`src/rtl/adc_bank_pkg.sv`:
```
package adc_bank_pkg;
  localparam int unsigned BANK_PAIRS = 8;
  localparam int unsigned BANK_RES_W = 10;
  localparam int unsigned BANK_SLOTS = 4;
  localparam int unsigned BANK_CONV  = 84;

  // lower byte: leftover low result bits at the top, zero fill, flag in bit 0
  function automatic logic [7:0] pack_low(input logic [BANK_RES_W-1:0] r, input logic flag);
    logic [7:0] b;
    b = '0;
    b[7 -: (BANK_RES_W-8)] = r[BANK_RES_W-9:0];
    b[0] = flag;
    return b;
  endfunction
endpackage

```
`src/rtl/adc_conv_timer.sv`:
```
module adc_conv_timer #(
  parameter int unsigned CONV_STATES = 84
) (
  input  logic clk,
  input  logic rst_n,
  input  logic start,
  input  logic tick,
  output logic done
);
  localparam int unsigned CNT_W = $clog2(CONV_STATES);

  logic             busy_q;
  logic [CNT_W-1:0] cnt_q;
  logic             done_q;

  always_ff @(posedge clk or negedge rst_n) begin
    if (!rst_n) begin
      busy_q <= 1'b0;
      cnt_q  <= '0;
      done_q <= 1'b0;
    end else begin
      done_q <= 1'b0;
      if (start) begin
        busy_q <= 1'b1;
        cnt_q  <= '0;
      end else if (busy_q && tick) begin
        if (cnt_q == CNT_W'(CONV_STATES - 1)) begin
          busy_q <= 1'b0;
          cnt_q  <= '0;
          done_q <= 1'b1;
        end else begin
          cnt_q <= cnt_q + 1'b1;
        end
      end
    end
  end

  assign done = done_q;
endmodule

```
`src/rtl/adc_slot_ctrl.sv`:
```
module adc_slot_ctrl #(
  parameter int unsigned N_PAIR = 8,
  parameter int unsigned N_SLOT = 4
) (
  input  logic                      clk,
  input  logic                      rst_n,
  input  logic                      fixed_rep,
  input  logic                      irq_sel,
  input  logic [$clog2(N_PAIR)-1:0] chan,
  input  logic                      acc,
  output logic                      ready,
  output logic                      mode_chg,
  output logic                      rot_mode,
  output logic [$clog2(N_PAIR)-1:0] wr_idx,
  output logic                      last_slot,
  output logic [$clog2(N_SLOT)-1:0] ptr
);
  localparam int unsigned IDX_W  = $clog2(N_PAIR);
  localparam int unsigned SLOT_W = $clog2(N_SLOT);

  logic [1:0]        cfg_q;
  logic [SLOT_W-1:0] ptr_q;

  assign mode_chg  = ({fixed_rep, irq_sel} != cfg_q);
  assign ready     = !mode_chg;
  assign rot_mode  = (cfg_q == 2'b11);
  assign last_slot = rot_mode && (ptr_q == SLOT_W'(N_SLOT - 1));
  assign wr_idx    = rot_mode ? IDX_W'(ptr_q) : chan;
  assign ptr       = ptr_q;

  always_ff @(posedge clk or negedge rst_n) begin
    if (!rst_n) begin
      cfg_q <= 2'b00;
      ptr_q <= '0;
    end else if (mode_chg) begin
      cfg_q <= {fixed_rep, irq_sel};
      ptr_q <= '0;
    end else if (acc && rot_mode) begin
      ptr_q <= last_slot ? '0 : ptr_q + 1'b1;
    end
  end
endmodule

```
`src/rtl/adc_result_store.sv`:
```
module adc_result_store #(
  parameter int unsigned N_PAIR = 8,
  parameter int unsigned RES_W  = 10
) (
  input  logic                      clk,
  input  logic                      rst_n,
  input  logic                      clr_all,
  input  logic                      wr_en,
  input  logic [$clog2(N_PAIR)-1:0] wr_idx,
  input  logic [RES_W-1:0]          wr_data,
  input  logic                      rd_en,
  input  logic [$clog2(N_PAIR)-1:0] rd_idx,
  input  logic                      rd_hi,
  output logic [7:0]                rd_data,
  output logic [N_PAIR-1:0]         flag_vec
);
  localparam int unsigned IDX_W = $clog2(N_PAIR);

  logic [RES_W-1:0]  data_q [N_PAIR];
  logic [N_PAIR-1:0] flag_q;

  for (genvar i = 0; i < N_PAIR; i++) begin : g_pair
    logic hit_wr, hit_rd;
    assign hit_wr = wr_en && (wr_idx == IDX_W'(i));
    assign hit_rd = rd_en && (rd_idx == IDX_W'(i));

    always_ff @(posedge clk or negedge rst_n) begin
      if (!rst_n)      data_q[i] <= '0;
      else if (hit_wr) data_q[i] <= wr_data;
    end

    // store beats a same-cycle read of the same pair
    always_ff @(posedge clk or negedge rst_n) begin
      if (!rst_n)       flag_q[i] <= 1'b0;
      else if (clr_all) flag_q[i] <= 1'b0;
      else if (hit_wr)  flag_q[i] <= 1'b1;
      else if (hit_rd)  flag_q[i] <= 1'b0;
    end
  end

  always_comb begin
    if (rd_hi) rd_data = data_q[rd_idx][RES_W-1 -: 8];
    else       rd_data = adc_bank_pkg::pack_low(data_q[rd_idx], flag_q[rd_idx]);
  end

  assign flag_vec = flag_q;
endmodule

```
`src/rtl/adc_result_bank.sv`:
```
module adc_result_bank #(
  parameter int unsigned N_PAIR      = adc_bank_pkg::BANK_PAIRS,
  parameter int unsigned RES_W       = adc_bank_pkg::BANK_RES_W,
  parameter int unsigned N_SLOT      = adc_bank_pkg::BANK_SLOTS,
  parameter int unsigned CONV_STATES = adc_bank_pkg::BANK_CONV
) (
  input  logic                        clk,
  input  logic                        rst_n,
  input  logic                        mode_fixed_rep,
  input  logic                        irq_sel,
  input  logic                        res_valid,
  output logic                        res_ready,
  input  logic [$clog2(N_PAIR)-1:0]   res_chan,
  input  logic [RES_W-1:0]            res_data,
  input  logic                        rd_en,
  input  logic [$clog2(N_PAIR):0]     rd_addr,
  output logic [7:0]                  rd_data,
  output logic                        eoc_flag,
  output logic                        eoc_irq,
  input  logic                        conv_start,
  input  logic                        tick_en,
  output logic                        conv_done
);
  localparam int unsigned IDX_W  = $clog2(N_PAIR);
  localparam int unsigned SLOT_W = $clog2(N_SLOT);

  logic              acc, mode_chg, rot_q, last_slot, set_evt;
  logic [IDX_W-1:0]  wr_idx;
  logic [SLOT_W-1:0] ptr_q;
  logic [N_PAIR-1:0] flag_vec;
  logic              eoc_q, irq_q;

  assign acc     = res_valid && res_ready;
  assign set_evt = acc && (!rot_q || last_slot);

  adc_slot_ctrl #(.N_PAIR(N_PAIR), .N_SLOT(N_SLOT)) u_slot (
    .clk(clk), .rst_n(rst_n), .fixed_rep(mode_fixed_rep), .irq_sel(irq_sel),
    .chan(res_chan), .acc(acc), .ready(res_ready), .mode_chg(mode_chg),
    .rot_mode(rot_q), .wr_idx(wr_idx), .last_slot(last_slot), .ptr(ptr_q)
  );

  adc_result_store #(.N_PAIR(N_PAIR), .RES_W(RES_W)) u_store (
    .clk(clk), .rst_n(rst_n), .clr_all(mode_chg), .wr_en(acc), .wr_idx(wr_idx),
    .wr_data(res_data), .rd_en(rd_en), .rd_idx(rd_addr[IDX_W:1]),
    .rd_hi(rd_addr[0]), .rd_data(rd_data), .flag_vec(flag_vec)
  );

  adc_conv_timer #(.CONV_STATES(CONV_STATES)) u_timer (
    .clk(clk), .rst_n(rst_n), .start(conv_start), .tick(tick_en), .done(conv_done)
  );

  always_ff @(posedge clk or negedge rst_n) begin
    if (!rst_n) begin
      eoc_q <= 1'b0;
      irq_q <= 1'b0;
    end else begin
      irq_q <= set_evt;
      if (mode_chg)     eoc_q <= 1'b0;
      else if (set_evt) eoc_q <= 1'b1;
      else if (rd_en)   eoc_q <= 1'b0;
    end
  end

  assign eoc_flag = eoc_q;
  assign eoc_irq  = irq_q;
endmodule

```
`config.mk`:
```
export PLATFORM = sky130hd
export DESIGN_NAME = adc_result_bank
export DESIGN_NICKNAME = d
export VERILOG_FILES = /design/src/rtl/adc_bank_pkg.sv /design/src/rtl/adc_conv_timer.sv /design/src/rtl/adc_slot_ctrl.sv /design/src/rtl/adc_result_store.sv /design/src/rtl/adc_result_bank.sv
export SDC_FILE = /design/constraint.sdc
export NUM_CORES = 1
export LEC_CHECK = 0
export BUFFER_PORTS_ARGS = -buffer_cell sky130_fd_sc_hd__buf_2
export CAP_MARGIN = 20
export CELL_PAD_IN_SITES_DETAIL_PLACEMENT = 1
export CELL_PAD_IN_SITES_GLOBAL_PLACEMENT = 2
export CORE_UTILIZATION = 46
export DETAILED_ROUTE_END_ITERATION = 10
export PLACE_DENSITY = 0.94
export SLEW_MARGIN = 5
export SYNTH_ARGS = -nofsm -noshare
export SYNTH_HDL_FRONTEND = slang
export SYNTH_SLANG_ARGS = --single-unit
```
`constraint.sdc`:
```
create_clock -name clk -period 4.9 [get_ports clk]
set_input_delay 0.735 -clock clk [delete_from_list [all_inputs] [get_ports clk]]
set_output_delay 0.735 -clock clk [all_outputs]
set_load 0.05 [all_outputs]
```
==> flow_summary.toml <==
[synthesis]
synth_edf_count = 0
synthTopCellsByArea = "dfrtp_1 51%, mux2_4 11%, mux4_2 9.8%"
avgSynthCellArea_um2 = 14.2
syn_inst = 357
yosys_most_used_dff = "dfrtp_1"
synth_common_cells = "103 x dfrtp_1, 37 x mux2_2, 36 x mux2_4"
async_reset_ff_share_pct = 100
ys_warn_count = 0
ys_seq_elements = 103
yosysMostFrequentCell = "dfrtp_1"
syn-num-nets = 384
syn_area_mm2 = 0.00507
ys_seq_area_share_pct = 50.8
synth_area_leader_cell = "dfrtp_1"
synth.distinct_cells = 45
synth_top_area_share_pct = 50.8

[drt]
drc = 0
post_drt_wl_per_cell_um = 21.1
firstDrtPassIters = 4
routed_wl_um = 11100
via_count = 3032
drt-vias-per-instance = 5.78
ant_nets = 0
drt_iter0_markers = 92

[clock_network]
cts.path.max_buffers = 2
clock-sinks = 103
clock_latency_ns = 0.37
cts_hold_buf = 0
cts_made_buffers = 9
cts_tree = "done"
cts_resized = 0
root_buffer = "clkbuf_8"
cts_max_level = 3
post_cts_buffers = 0
clk_pin_slew_ns = 0.10

[layout]
layout.nets = 411
drive_gt1_share_pct = 40.4
n_antenna_cell = 0
num-fill-cells = 1061
area_growth_pct = 8.78
multi_input_area_mm2 = 0.00235
regArea_mm2 = 0.00258

[pwr]
worst_ir_drop_vdd_mv = 0.232
pwr_density_cell_mw_per_mm2 = 386
total_power_mw = 2.13
power_leakage_nw = 2.59

[sta]
hold_viol = 0
period_share_pct = 68.2
rsz0062_at_grt = "false"
period_needed_ns = 3.34
setup_viol = 0
setup_tns_ns = 0
drv_slew = 0
worst_pin_slew_ns = 1.06
maxSlewHeadroom_pct = 29.2
fmax_mhz = 299
layout_setup_ws_ns = 1.56
finClkSkew_ns = 0.00725

[worst_hold_path]
hp-class = "input pin to async pin"

[floorplanning]
rows = 37
die_width_um = 107
start_util_pct = 48.3
core_mm2 = 0.0105
design.die.area_mm2 = 0.0114
die_h_um = 107
io_pins = 37

[place]
place.gp.congestion = 0.769
place_ws_ns = 1.54
portBuffers = 36
dpl.hpwl_um = 7150

[setup_path]
critPathKind = "input pin to output port"
arrival_ns = 2.60
cp-end-kind = "output port"
r2r_cells = 4
cp_max_fo = 27
cp_data_required_time_ns = 4.16
cp-start-kind = "input pin"

[global_route]
met1_usage_pct = 29.2
grt_pass1_vias = 3297
met2_usage_pct = 34.7
busiest_layer = "met2"
grtUsageTotal_pct = 21.4
overflow = 0
grt_pass1_wl_um = 18200
antenna_found_initial = 0
grt_max_degree = 70
met3_usage_pct = 5.47

[outcome]
outcome = "finished, final reports clean"

[flow_run]
max-cap-violations = 0
==> registers in the layout, indices dropped and copies added (netlist names) <==
name / count
u_timer.busy_q: 1
u_store.flag_vec: 8
eoc_flag: 1
u_timer.done: 1
u_slot.ptr: 2
u_slot.cfg_q: 2
u_timer.cnt_q: 7
u_store.data_q: 80
eoc_irq: 1
==> logic make-up after synthesis <==
kind of cell | count (synthesis) | share of synthesized area (%)
simple gates | 81 | 8.61
mux | 107 | 31.2
compound gates | 36 | 5.18
xor+xnor | 5 | 0.864
flops | 103 | 50.8
fa+ha+maj | 2 | 0.493
buf+inv | 23 | 2.84
==> power by group <==
| part | internal (mW) | leakage [nW] | switching, mW | total, mW |
|---|---|---|---|---|
| registers | 1.00 | 1.34 | 0.0880 | 1.09 |
| clock network | 0.300 | 0.116 | 0.295 | 0.595 |
| logic | 0.256 | 1.13 | 0.187 | 0.443 |
==> metal layers <==
layer  vias to the layer above  part of all wire [%]
met5                         -                     0
met4                         0                   1.0
met3                        10                   3.7
met2                        51                    49
met1                      1608                    46
li1                       1363                     -
==> worst paths after layout <==
| kind | slack, ns | to | startpoint |
|---|---|---|---|
| max | 1.56 | rd_data[0] | rd_addr[1] |
| min | 0.48 | u_store.data_q[61] | rst_n |
| max reg2reg | 2.61 | u_store.data_q[38] | u_slot.cfg_q[0] |
| min reg2reg | 0.50 | u_store.data_q[12] | u_store.data_q[12] |
| max in group asynchronous | 3.43 | u_store.data_q[38] | rst_n |
| min in group clk | 0.50 | u_store.data_q[12] | u_store.data_q[12] |
==> layout make-up <==
class                           instances  area share (%)
Timing Repair Buffer                   37            3.45
Tap cell                              136            3.08
Sequential cell                       103            46.7
Clock buffer                           10            2.49
Multi-Input combinational cell        231            42.6
Inverter                                2           0.136
Clock inverter                          6            1.52
==> through the flow <==
step                      hold slack [ns]  utilization [%]  cell area, um2  instances
final                               0.475             52.5            5520        525
after global routing                0.518             52.5            5520        525
after CTS                           0.495             52.5            5520        525
after detailed placement            0.478             50.4            5300        509
after global placement              0.470             50.4            5300        509
after floorplan                     0.439                -            5070        357
==> placed cells by master, fill, tap and decap left out, drive strengths merged, types with 2 or more instances in the layout <==
master   Yosys  routed
dfrtp      103     103
mux2        80      80
buf         16      37
nand2       32      32
mux4        22      22
nor2b       11      11
clkbuf       5      10
o21ai       10      10
nor3         7       7
a22oi        6       6
a21oi        6       6
nor2         5       5
mux2i        5       5
and2         4       4
xnor2        4       4
nand3        4       4
or3          4       4
clkinv       0       4
nand4b       3       3
o211ai       3       3
inv          2       2
nand2b       2       2
nor3b        2       2
nand4bb      2       2
o31ai        2       2
a31o         2       2
nor4b        2       2
ha           2       2
bufinv       0       2
nor4         2       2
==> worst max-delay path, stage by stage <==
cell,delay [ns]
buf_2,0.66
mux4_2,0.61
a22oi_1,0.28
nand2_1,0.08
buf_2,0.22
(Power assumes the default switching activity.)
